## src/rtl/sfr_pkg.sv

```systemverilog
package sfr_pkg;
  typedef enum logic [2:0] {
    ST_OPC  = 3'd0,
    ST_ADDR = 3'd1,
    ST_DUMY = 3'd2,
    ST_DATA = 3'd3,
    ST_IDLE = 3'd4
  } sfr_state_e;

  localparam logic [7:0] OPC_SLOW = 8'h03;
  localparam logic [7:0] OPC_FAST = 8'h0B;
endpackage

```

## src/rtl/sfr_sync.sv

```systemverilog
module sfr_sync #(
  parameter int unsigned W = 3,
  parameter int unsigned STAGES = 2,
  parameter logic [W-1:0] RST_VAL = '0
) (
  input  logic         clk,
  input  logic         rst_n,
  input  logic [W-1:0] d,
  output logic [W-1:0] q
);
  for (genvar g = 0; g < W; g++) begin : g_bit
    logic [STAGES-1:0] chain_q;
    always_ff @(posedge clk or negedge rst_n) begin
      if (!rst_n) chain_q <= {STAGES{RST_VAL[g]}};
      else        chain_q <= {chain_q[STAGES-2:0], d[g]};
    end
    assign q[g] = chain_q[STAGES-1];
  end
endmodule

```

## src/rtl/sfr_edge.sv

```systemverilog
module sfr_edge (
  input  logic clk,
  input  logic rst_n,
  input  logic cs_s,
  input  logic sck_s,
  output logic rise,
  output logic fall
);
  logic sck_p_q;

  always_ff @(posedge clk or negedge rst_n) begin
    if (!rst_n) sck_p_q <= 1'b0;
    else        sck_p_q <= sck_s;
  end

  assign rise = ~cs_s &  sck_s & ~sck_p_q;
  assign fall = ~cs_s & ~sck_s &  sck_p_q;
endmodule

```

## src/rtl/sfr_rx_byte.sv

```systemverilog
module sfr_rx_byte #(
  parameter int unsigned W = 8
) (
  input  logic         clk,
  input  logic         rst_n,
  input  logic         clr,
  input  logic         rise,
  input  logic         si_s,
  output logic         byte_vld,
  output logic [W-1:0] byte_val
);
  localparam int unsigned CW = $clog2(W);

  logic [CW-1:0] cnt_q, cnt_d;
  logic [W-1:0]  sh_q, sh_d;
  logic [W-1:0]  byte_q, byte_d;
  logic          vld_q, vld_d;

  always_comb begin
    cnt_d  = cnt_q;
    sh_d   = sh_q;
    byte_d = byte_q;
    vld_d  = 1'b0;
    if (clr) begin
      cnt_d = '0;
    end else if (rise) begin
      sh_d = {sh_q[W-2:0], si_s};
      if (cnt_q == CW'(W-1)) begin
        cnt_d  = '0;
        vld_d  = 1'b1;
        byte_d = {sh_q[W-2:0], si_s};
      end else begin
        cnt_d = cnt_q + CW'(1);
      end
    end
  end

  always_ff @(posedge clk or negedge rst_n) begin
    if (!rst_n) begin
      cnt_q  <= '0;
      sh_q   <= '0;
      byte_q <= '0;
      vld_q  <= 1'b0;
    end else begin
      cnt_q  <= cnt_d;
      sh_q   <= sh_d;
      byte_q <= byte_d;
      vld_q  <= vld_d;
    end
  end

  assign byte_vld = vld_q;
  assign byte_val = byte_q;
endmodule

```

## src/rtl/sfr_ctrl.sv

```systemverilog
module sfr_ctrl
  import sfr_pkg::*;
#(
  parameter int unsigned AW = 18,
  parameter int unsigned DW = 8,
  parameter int unsigned ABYTES = 3
) (
  input  logic          clk,
  input  logic          rst_n,
  input  logic          clr,
  input  logic          fall,
  input  logic          busy,
  input  logic          byte_vld,
  input  logic [DW-1:0] byte_val,
  output logic          so_q_o,
  output logic          oe_q_o,
  output logic          rd_o,
  output logic [AW-1:0] rd_addr_o,
  input  logic [DW-1:0] rdata
);
  localparam int unsigned CW = $clog2(DW);
  localparam int unsigned BW = $clog2(ABYTES + 1);

  sfr_state_e     st_q, st_d;
  logic [BW-1:0]  abyte_q, abyte_d;
  logic           fast_q, fast_d;
  logic [AW-1:0]  addr_q, addr_d, addr_shift;
  logic [DW-1:0]  nxt_q, nxt_d;
  logic [DW-1:0]  obuf_q, obuf_d;
  logic [CW-1:0]  ocnt_q, ocnt_d;
  logic           so_q, so_d;
  logic           oe_q, oe_d;
  logic           rd_q, rd_d;
  logic [AW-1:0]  rdad_q, rdad_d;
  logic           pend_q;

  assign addr_shift = {addr_q[AW-DW-1:0], byte_val};

  always_comb begin
    st_d    = st_q;
    abyte_d = abyte_q;
    fast_d  = fast_q;
    addr_d  = addr_q;
    nxt_d   = pend_q ? rdata : nxt_q;
    obuf_d  = obuf_q;
    ocnt_d  = ocnt_q;
    so_d    = so_q;
    oe_d    = oe_q;
    rd_d    = 1'b0;
    rdad_d  = rdad_q;
    if (clr) begin
      st_d    = ST_OPC;
      abyte_d = '0;
      fast_d  = 1'b0;
      ocnt_d  = '0;
      oe_d    = 1'b0;
    end else begin
      unique case (st_q)
        ST_OPC: if (byte_vld) begin
          if (busy)                       st_d = ST_IDLE;
          else if (byte_val == OPC_SLOW) begin st_d = ST_ADDR; fast_d = 1'b0; end
          else if (byte_val == OPC_FAST) begin st_d = ST_ADDR; fast_d = 1'b1; end
          else                            st_d = ST_IDLE;
        end
        ST_ADDR: if (byte_vld) begin
          addr_d = addr_shift;
          if (abyte_q == BW'(ABYTES - 1)) begin
            abyte_d = '0;
            if (fast_q) begin
              st_d = ST_DUMY;
            end else begin
              st_d   = ST_DATA;
              rd_d   = 1'b1;
              rdad_d = addr_shift;
            end
          end else begin
            abyte_d = abyte_q + BW'(1);
          end
        end
        ST_DUMY: if (byte_vld) begin
          st_d   = ST_DATA;
          rd_d   = 1'b1;
          rdad_d = addr_q;
        end
        ST_DATA: if (fall) begin
          if (ocnt_q == '0) begin
            so_d   = nxt_q[DW-1];
            obuf_d = {nxt_q[DW-2:0], 1'b0};
            oe_d   = 1'b1;
            addr_d = addr_q + AW'(1);
            rd_d   = 1'b1;
            rdad_d = addr_q + AW'(1);
            ocnt_d = CW'(1);
          end else begin
            so_d   = obuf_q[DW-1];
            obuf_d = {obuf_q[DW-2:0], 1'b0};
            ocnt_d = (ocnt_q == CW'(DW-1)) ? '0 : ocnt_q + CW'(1);
          end
        end
        default: ;
      endcase
    end
  end

  always_ff @(posedge clk or negedge rst_n) begin
    if (!rst_n) begin
      st_q    <= ST_OPC;
      abyte_q <= '0;
      fast_q  <= 1'b0;
      addr_q  <= '0;
      nxt_q   <= '0;
      obuf_q  <= '0;
      ocnt_q  <= '0;
      so_q    <= 1'b0;
      oe_q    <= 1'b0;
      rd_q    <= 1'b0;
      rdad_q  <= '0;
      pend_q  <= 1'b0;
    end else begin
      st_q    <= st_d;
      abyte_q <= abyte_d;
      fast_q  <= fast_d;
      addr_q  <= addr_d;
      nxt_q   <= nxt_d;
      obuf_q  <= obuf_d;
      ocnt_q  <= ocnt_d;
      so_q    <= so_d;
      oe_q    <= oe_d;
      rd_q    <= rd_d;
      rdad_q  <= rdad_d;
      pend_q  <= rd_q;
    end
  end

  assign so_q_o    = so_q;
  assign oe_q_o    = oe_q;
  assign rd_o      = rd_q;
  assign rd_addr_o = rdad_q;
endmodule

```

## src/rtl/sfr_read_engine.sv

```systemverilog
module sfr_read_engine #(
  parameter int unsigned ADDR_W = 18,
  parameter int unsigned DATA_W = 8,
  parameter int unsigned SYNC_STAGES = 2
) (
  input  logic              clk,
  input  logic              rst_n,
  input  logic              cs_n,
  input  logic              sck,
  input  logic              si,
  input  logic              busy,
  output logic              so_d,
  output logic              so_oe,
  output logic              mem_rd,
  output logic [ADDR_W-1:0] mem_addr,
  input  logic [DATA_W-1:0] mem_rdata
);
  localparam int unsigned ADDR_BYTES = 3;

  logic [2:0]        pins_s;
  logic              cs_s, sck_s, si_s;
  logic              rise, fall;
  logic              byte_vld;
  logic [DATA_W-1:0] byte_val;
  logic              so_q, oe_q;

  sfr_sync #(.W(3), .STAGES(SYNC_STAGES), .RST_VAL(3'b100)) i_sync (
    .clk(clk), .rst_n(rst_n), .d({cs_n, sck, si}), .q(pins_s)
  );
  assign cs_s  = pins_s[2];
  assign sck_s = pins_s[1];
  assign si_s  = pins_s[0];

  sfr_edge i_edge (
    .clk(clk), .rst_n(rst_n), .cs_s(cs_s), .sck_s(sck_s), .rise(rise), .fall(fall)
  );

  sfr_rx_byte #(.W(DATA_W)) i_rx (
    .clk(clk), .rst_n(rst_n), .clr(cs_s), .rise(rise), .si_s(si_s),
    .byte_vld(byte_vld), .byte_val(byte_val)
  );

  sfr_ctrl #(.AW(ADDR_W), .DW(DATA_W), .ABYTES(ADDR_BYTES)) i_ctrl (
    .clk(clk), .rst_n(rst_n), .clr(cs_s), .fall(fall), .busy(busy),
    .byte_vld(byte_vld), .byte_val(byte_val), .so_q_o(so_q), .oe_q_o(oe_q),
    .rd_o(mem_rd), .rd_addr_o(mem_addr), .rdata(mem_rdata)
  );

  assign so_d  = so_q;
  assign so_oe = oe_q & ~cs_n;
endmodule

```

## config.mk

```make
export PLATFORM = sky130hd
export DESIGN_NAME = sfr_read_engine
export DESIGN_NICKNAME = d
export VERILOG_FILES = /design/src/rtl/sfr_pkg.sv /design/src/rtl/sfr_sync.sv /design/src/rtl/sfr_edge.sv /design/src/rtl/sfr_rx_byte.sv /design/src/rtl/sfr_ctrl.sv /design/src/rtl/sfr_read_engine.sv
export SDC_FILE = /design/constraint.sdc
export NUM_CORES = 1
export LEC_CHECK = 0
export ABC_CLOCK_PERIOD_IN_PS = 2500
export BUFFER_PORTS_ARGS = -buffer_cell sky130_fd_sc_hd__buf_2
export CORE_UTILIZATION = 45
export CTS_BUF_LIST = sky130_fd_sc_hd__clkbuf_4
export CTS_CLUSTER_DIAMETER = 150
export DETAILED_ROUTE_END_ITERATION = 10
export PLACE_DENSITY = 0.61
export SLEW_MARGIN = 30
export SYNTH_ARGS = -nofsm -noshare
export SYNTH_HDL_FRONTEND = slang
export SYNTH_SLANG_ARGS = --single-unit
```

## constraint.sdc

```tcl
create_clock -name clk -period 2.5 [get_ports clk]
set_clock_uncertainty 0.05 [all_clocks]
set_input_delay 0 -clock clk [delete_from_list [all_inputs] [get_ports clk]]
set_output_delay 0 -clock clk [all_outputs]
set_load 0.01 [all_outputs]
```

Word level (Yosys, flattened, before mapping)
Index checks and enable logic that the tools add are counted.
- logic and storage cells: 129
- bits in registers: 91
- input bits: 14
- output and inout bits: 21
- add/sub/neg operators: 4
- mux-type cells: 54
- eq/ne operators: 19
- bitwise operators: 9
- reduce and logical (&&, ||, !) cells: 23
- operator list (cell ; number):
    18-bit two-way mux ; 7
    18-bit one-hot mux with 3 select lines ; 1
    3-bit two-way mux ; 16
    18-bit one-hot mux with 2 select lines ; 1
    1-bit two-way mux ; 22
    18-bit by 1-bit adder with 18-bit output, second input constant ; 1
    2-bit nonzero test ; 8
    5-bit AND reduction ; 2
    3-bit inequality test, second input constant ; 3
    3-bit one-hot mux with 3 select lines ; 1
    3-bit AND reduction ; 3
    8-bit by 2-bit equality test with 1-bit output, second input constant ; 1
    8-bit by 4-bit equality test with 1-bit output, second input constant ; 1
    2-bit two-way mux ; 4
    8-bit two-way mux ; 1
    2-bit inequality test, second input constant ; 4
    8-bit AND reduction ; 1
    3-bit by 1-bit adder with 3-bit output, second input constant ; 2
    3-bit by 2-bit equality test with 1-bit output, second input constant ; 2
    3-bit equality test, second input constant ; 2
    3-bit logical NOT ; 2
    2-bit by 1-bit inequality test with 1-bit output, second input constant ; 3
    2-bit AND reduction ; 3
    3-bit nonzero test ; 2
    9 further kinds ; 16

Logic depth before layout (Yosys ltp)
- depth in word-level cells: 7
- gate-level depth with buffers: 9
- gate-level depth less buffers: 8

Hierarchy
Synthesis repeated with hierarchy kept, for this count alone.
- cell total of the unflattened synthesis: 458
- area, all modules: 4647.0 um^2
- by module, submodules not included (module ; sequential area each (um^2) ; instances ; area each (um^2) ; cells each):
    sfr_ctrl ; 1601.5 ; 1 ; 3614.7 ; 397
    sfr_rx_byte ; 475.5 ; 1 ; 803.3 ; 48
    sfr_sync ; 152.6 ; 1 ; 175.2 ; 9
    sfr_edge ; 25.0 ; 1 ; 40.0 ; 3
    sfr_read_engine ; 0.0 ; 1 ; 13.8 ; 1

Least setup slack after synthesis
OpenSTA, ideal clock, no wires.
- kind: reg-to-reg
- from: register i_sync.g_bit[2].chain_q[1]
- to: register i_ctrl.rdad_q[14] (netlist: i_ctrl.rd_addr_o[14])
- clock period less this slack: 1868 ps
- cell stages (with the launch flop): 9
- required time: 2317 ps
- buffers on the path: 2
- data arrival time: 1686 ps
- setup slack: 632 ps
- setup time: 133 ps
- path through: dfstp_2 buf_2 nand2b_1 nor4_4 o311ai_4 clkinv_4 buf_6 nor2_2 a31oi_1
- cells in the longest elaborated chain, start to end: 5
- ends and longest elaborated chain (item ; line ; RTL):
    from (decl) ; sfr_sync.sv:12 ; logic [STAGES-1:0] chain_q;
    from (signal assigned) ; sfr_sync.sv:14 ; if (!rst_n) chain_q <= {STAGES{RST_VAL[g]}};
    from (signal assigned) ; sfr_sync.sv:15 ; else chain_q <= {chain_q[STAGES-2:0], d[g]};
    1-bit inverter (no line) * ; -- ;
    1-bit bitwise AND (2 in series) ; sfr_edge.sv:17 ; assign fall = ~cs_s & ~sck_s & sck_p_q;
    2-bit inequality test (no line) ; -- ;
    8-bit AND reduction (no line) * ; -- ;
    to (signal assigned) ; sfr_ctrl.sv:130 ; rdad_q <= rdad_d;
    to (decl) ; sfr_ctrl.sv:34 ; logic [AW-1:0] rdad_q, rdad_d;
Mark *: on every way between the ends. The rest lies on a longest branch, timed or not.
A chain may end at the register's enable or synchronous reset.

Worst setup path after layout
- from: register i_ctrl.ocnt_q[0]
- to: register i_ctrl.addr_q[0]
- cells in the longest elaborated chain, start to end: 3
- ends and longest elaborated chain (item ; line ; RTL):
    from (decl) ; sfr_ctrl.sv:30 ; logic [CW-1:0] ocnt_q, ocnt_d;
    from (signal assigned) ; sfr_ctrl.sv:126 ; ocnt_q <= ocnt_d;
    3-bit logical NOT ; sfr_ctrl.sv:86 ; if (ocnt_q == '0) begin
    2-bit by 1-bit inequality test with 1-bit output (no line) ; -- ;
    5-bit AND reduction (no line) ; -- ;
    to (signal assigned) ; sfr_ctrl.sv:123 ; addr_q <= addr_d;
    to (decl) ; sfr_ctrl.sv:27 ; logic [AW-1:0] addr_q, addr_d, addr_shift;
No other way between the ends.

==> results.py <==
metrics = {
    "synthesis": {
        "postSynthAreaPerCell_um2": 9.84,
        "post_synthesis_cell_area_mm2": 0.00455,
        "yosysWarningCount": 0,
        "yosys.cell_count.top_type": "dfrtp_1",
        "synth.net_count": 482,
        "synth_seq_area_share_pct": 49.6,
        "synth_seq_cells": 90,
        "asyncSetResetFlopFracSynth_pct": 100,
        "synth_common_cells": "dfrtp_1 (88), nand2_1 (49), nor2_1 (43)",
        "yosys.area.top_type": "dfrtp_1",
        "synth-edff-count": 0,
        "synth_flop_cell": "dfrtp_1",
        "synthesis.instances": 462,
        "synth.top_cell.area_share_pct": 48.4,
        "ys_top_cells_by_area": "dfrtp_1 (48%), mux2_2 (5.5%), o21ai_0 (4.4%)",
        "yosysUniqueCellTypes": 57,
    },
    "global_routing": {
        "grt_overflow": 0,
        "initial_antenna_violation_count": 0,
        "groute.usage.overall_pct": 21.5,
        "grt_max_degree": 50,
        "grt_pass1_vias": 3520,
        "global_route.peak_usage_layer": "met2",
        "first_pass_grt_wire_length_mm": 17.2,
        "grt_util_met1_pct": 28.1,
        "grt.met2_usage_pct": 35.0,
        "met3_usage_pct": 4.00,
    },
    "timing": {
        "finalHoldViolCount": 0,
        "report.final.setup_viol": 0,
        "timing.max_slew.rel_slack_pct": 63.5,
        "clock.fmax_ghz": 0.468,
        "rsz0062_at_grt": "false",
        "period_share_pct": 85.5,
        "totalNegativeSetupSlack_ps": 0,
        "worst_pin_slew_ps": 548,
        "hold_slack_ps": 14.2,
        "timing_max_transition_violations_final": 0,
        "min_period_ps": 2140,
    },
    "setup_path": {
        "timing.critical_path.buf_inv": 1,
        "cp_slowest_stage_delay_ps": 510,
        "timing.critical_path.cells": "inv_1, ha_1, nand2b_1, o31a_1, or3_1, or3_1, o211ai_1",
        "worst_setup_path_endpoint": "i_ctrl.addr_q[0]",
        "critical_path.max_fanout": 11,
        "regToRegSetupSlack_ps": 360,
        "critical_path_start_end_classification": "reg -> reg",
        "timing.reg2reg.worst_path_depth": 7,
        "cp-startpoint": "i_ctrl.ocnt_q[0]",
        "cp.depth": 7,
        "slowest_stage": "or3_1",
        "critical_path.top_delay_family": "simple AND/OR/NAND/NOR gates",
        "worst_setup_path_start_kind": "register",
        "cpMostUsedCell": "or3_1",
        "rr_endpoint": "i_ctrl.addr_q[0]",
        "critPathArrivalTime_ps": 2470,
        "reg2reg_from": "i_ctrl.ocnt_q[0]",
        "critical_path_required_ps": 2830,
        "critical_path.endpoint_type": "register",
    },
    "floorplan": {
        "die-width_um": 103,
        "start_util_pct": 46.5,
        "design.core.area_mm2": 0.00977,
        "number_of_top_level_design_ports": 35,
        "floorplan.rows": 36,
        "dieArea_mm2": 0.0105,
        "die_h_um": 103,
    },
    "route": {
        "route.detailed.vias_per_inst": 5.56,
        "route.vias.total": 3544,
        "routed_wirelength_mm": 10.0,
        "dr.first_iter.drc_count": 133,
        "ant_nets": 0,
        "drt_pre_antenna_iters": 4,
        "routedWlPerCell_um": 15.7,
        "drc_errors": 0,
    },
    "clock_network": {
        "clock_sinks": 90,
        "h-tree-depth": 3,
        "postCtsSetupRepairBufs": 0,
        "cts-root-buf": "clkbuf_4",
        "cts_tree": "done",
        "clock_insertion_delay_worst_skew_ps": 450,
        "clock_path_buffers": 2,
        "post_cts_resized": 0,
        "clkSlewWorstSetupHoldPaths_ps": 170,
        "numCtsBuffers": 9,
    },
    "power": {
        "cellPowerDensity_mw_per_mm2": 506,
        "total_power_mw": 2.59,
        "peakVddDrop_mv": 0.320,
        "leakage_nw": 2.23,
    },
    "finish": {
        "n_antenna_cell": 0,
        "post_route_cells_drive_above_1_share_pct": 20.0,
        "syn_to_final_growth_pct": 12.6,
        "fin_util_pct": 52.3,
        "finish.net_count": 519,
        "final_cell_area_mm2": 0.00512,
    },
    "placed_design": {
        "dpl_cell_area_mm2": 0.00482,
        "portBuffers": 34,
        "place.gp.congestion": 0.862,
        "detailed_place_hpwl_mm": 6.84,
    },
    "job": {
        "drv_cap": 0,
    },
    "min_path": {
        "min_path_type": "in -> async",
    },
    "status": {
        "outcome": "finished, final reports clean",
    },
}
==> how the worst min path moves through the flow <==
stage / startpoint / end / slack, ps / depth (start not counted)
5_1_grt: rst_n / i_ctrl.rd_addr_o[4] / 50 / 2
4_1_cts: rst_n / i_ctrl.rd_addr_o[4] / 10 / 2
3_3_place_gp: rst_n / i_ctrl.nxt_q[5] / -30 / 1
6_report: rst_n / i_ctrl.rd_addr_o[4] / 10 / 2
3_5_place_dp: rst_n / i_ctrl.obuf_q[6] / -20 / 1
2_1_floorplan: rst_n / i_ctrl.abyte_q[0] / -350 / 0
==> area by class of cell <==
cell class / count / area, µm²
clock buffer: 10 / 75.1
clock inverter: 6 / 88.8
fill: 926 / 4660
inverter: 9 / 38.8
multi-input combinational: 328 / 2070
sequential: 90 / 2250
tap: 133 / 166
timing repair buffer: 61 / 420
==> registers in the layout, summed over array words and instances, names as in the netlist, 2 cells and up <==
| name | count |
|---|---|
| i_ctrl.addr_q | 18 |
| i_ctrl.rd_addr_o | 18 |
| i_ctrl.nxt_q | 8 |
| i_rx.byte_val | 8 |
| i_ctrl.obuf_q | 7 |
| i_rx.sh_q | 7 |
| i_sync.g_bit.chain_q | 6 |
| i_ctrl.ocnt_q | 3 |
| i_ctrl.st_q | 3 |
| i_rx.cnt_q | 3 |
| i_ctrl.abyte_q | 2 |
==> what timing repair did <==
item | CTS | global route
hold buffers | 13 | 0
hold endpoints to repair | 102 | 0
setup endpoints to repair | 0 | 0
==> cells in the final DEF (no fill, tap or decap), types with 4 or more instances in the layout <==
cell	n
buf_4	14
nor3_1	5
nand4_1	8
a31oi_1	11
nand3_1	10
nor2_1	43
or3_1	4
nand2b_1	7
nand2_1	49
o21ai_0	40
a21oi_1	28
mux2i_1	13
clkbuf_4	10
ha_1	6
mux2_2	22
nor2_2	5
nor4_1	5
dlygate4sd3_1	13
and3_1	6
a21o_1	4
buf_2	33
dfrtp_1	88
a2bb2oi_1	5
xnor2_1	7
o22ai_1	4
o21a_1	4
o31ai_1	4
and2_1	5
inv_1	7
==> per-stage QoR <==
stage / setup slack (ps) / cells
finish: 362 / 637
global route: 199 / 637
CTS: 369 / 637
detailed placement: 358 / 608
global placement: 447 / 608
floorplan: 632 / 462
==> metal layers <==
metal  part of all wire (%)  up-vias
li1                       -     1718
met5                      0        -
met3                    4.2       19
met4                    1.7        0
met1                     47     1705
met2                     47      102
==> cells by family after synthesis <==
kind of cell,count (synthesis),share of synthesized area [%]
adders and majority gates,6,1.65
and+or+nand+nor,162,18.0
muxes,35,8.31
DFF,90,49.6
xor gates and xnor gates,10,1.93
AOI/OAI and AO/OA,115,15.7
buffers and inverters,44,4.82
==> power by group <==
group	leakage [nW]	switching (mW)	internal (mW)	total [mW]
combinational	0.923	0.0551	0.0652	0.120
sequential	1.22	0.0319	1.51	1.54
clock	0.0846	0.509	0.419	0.928
Note: power is estimated with default switching activity, not from simulation.
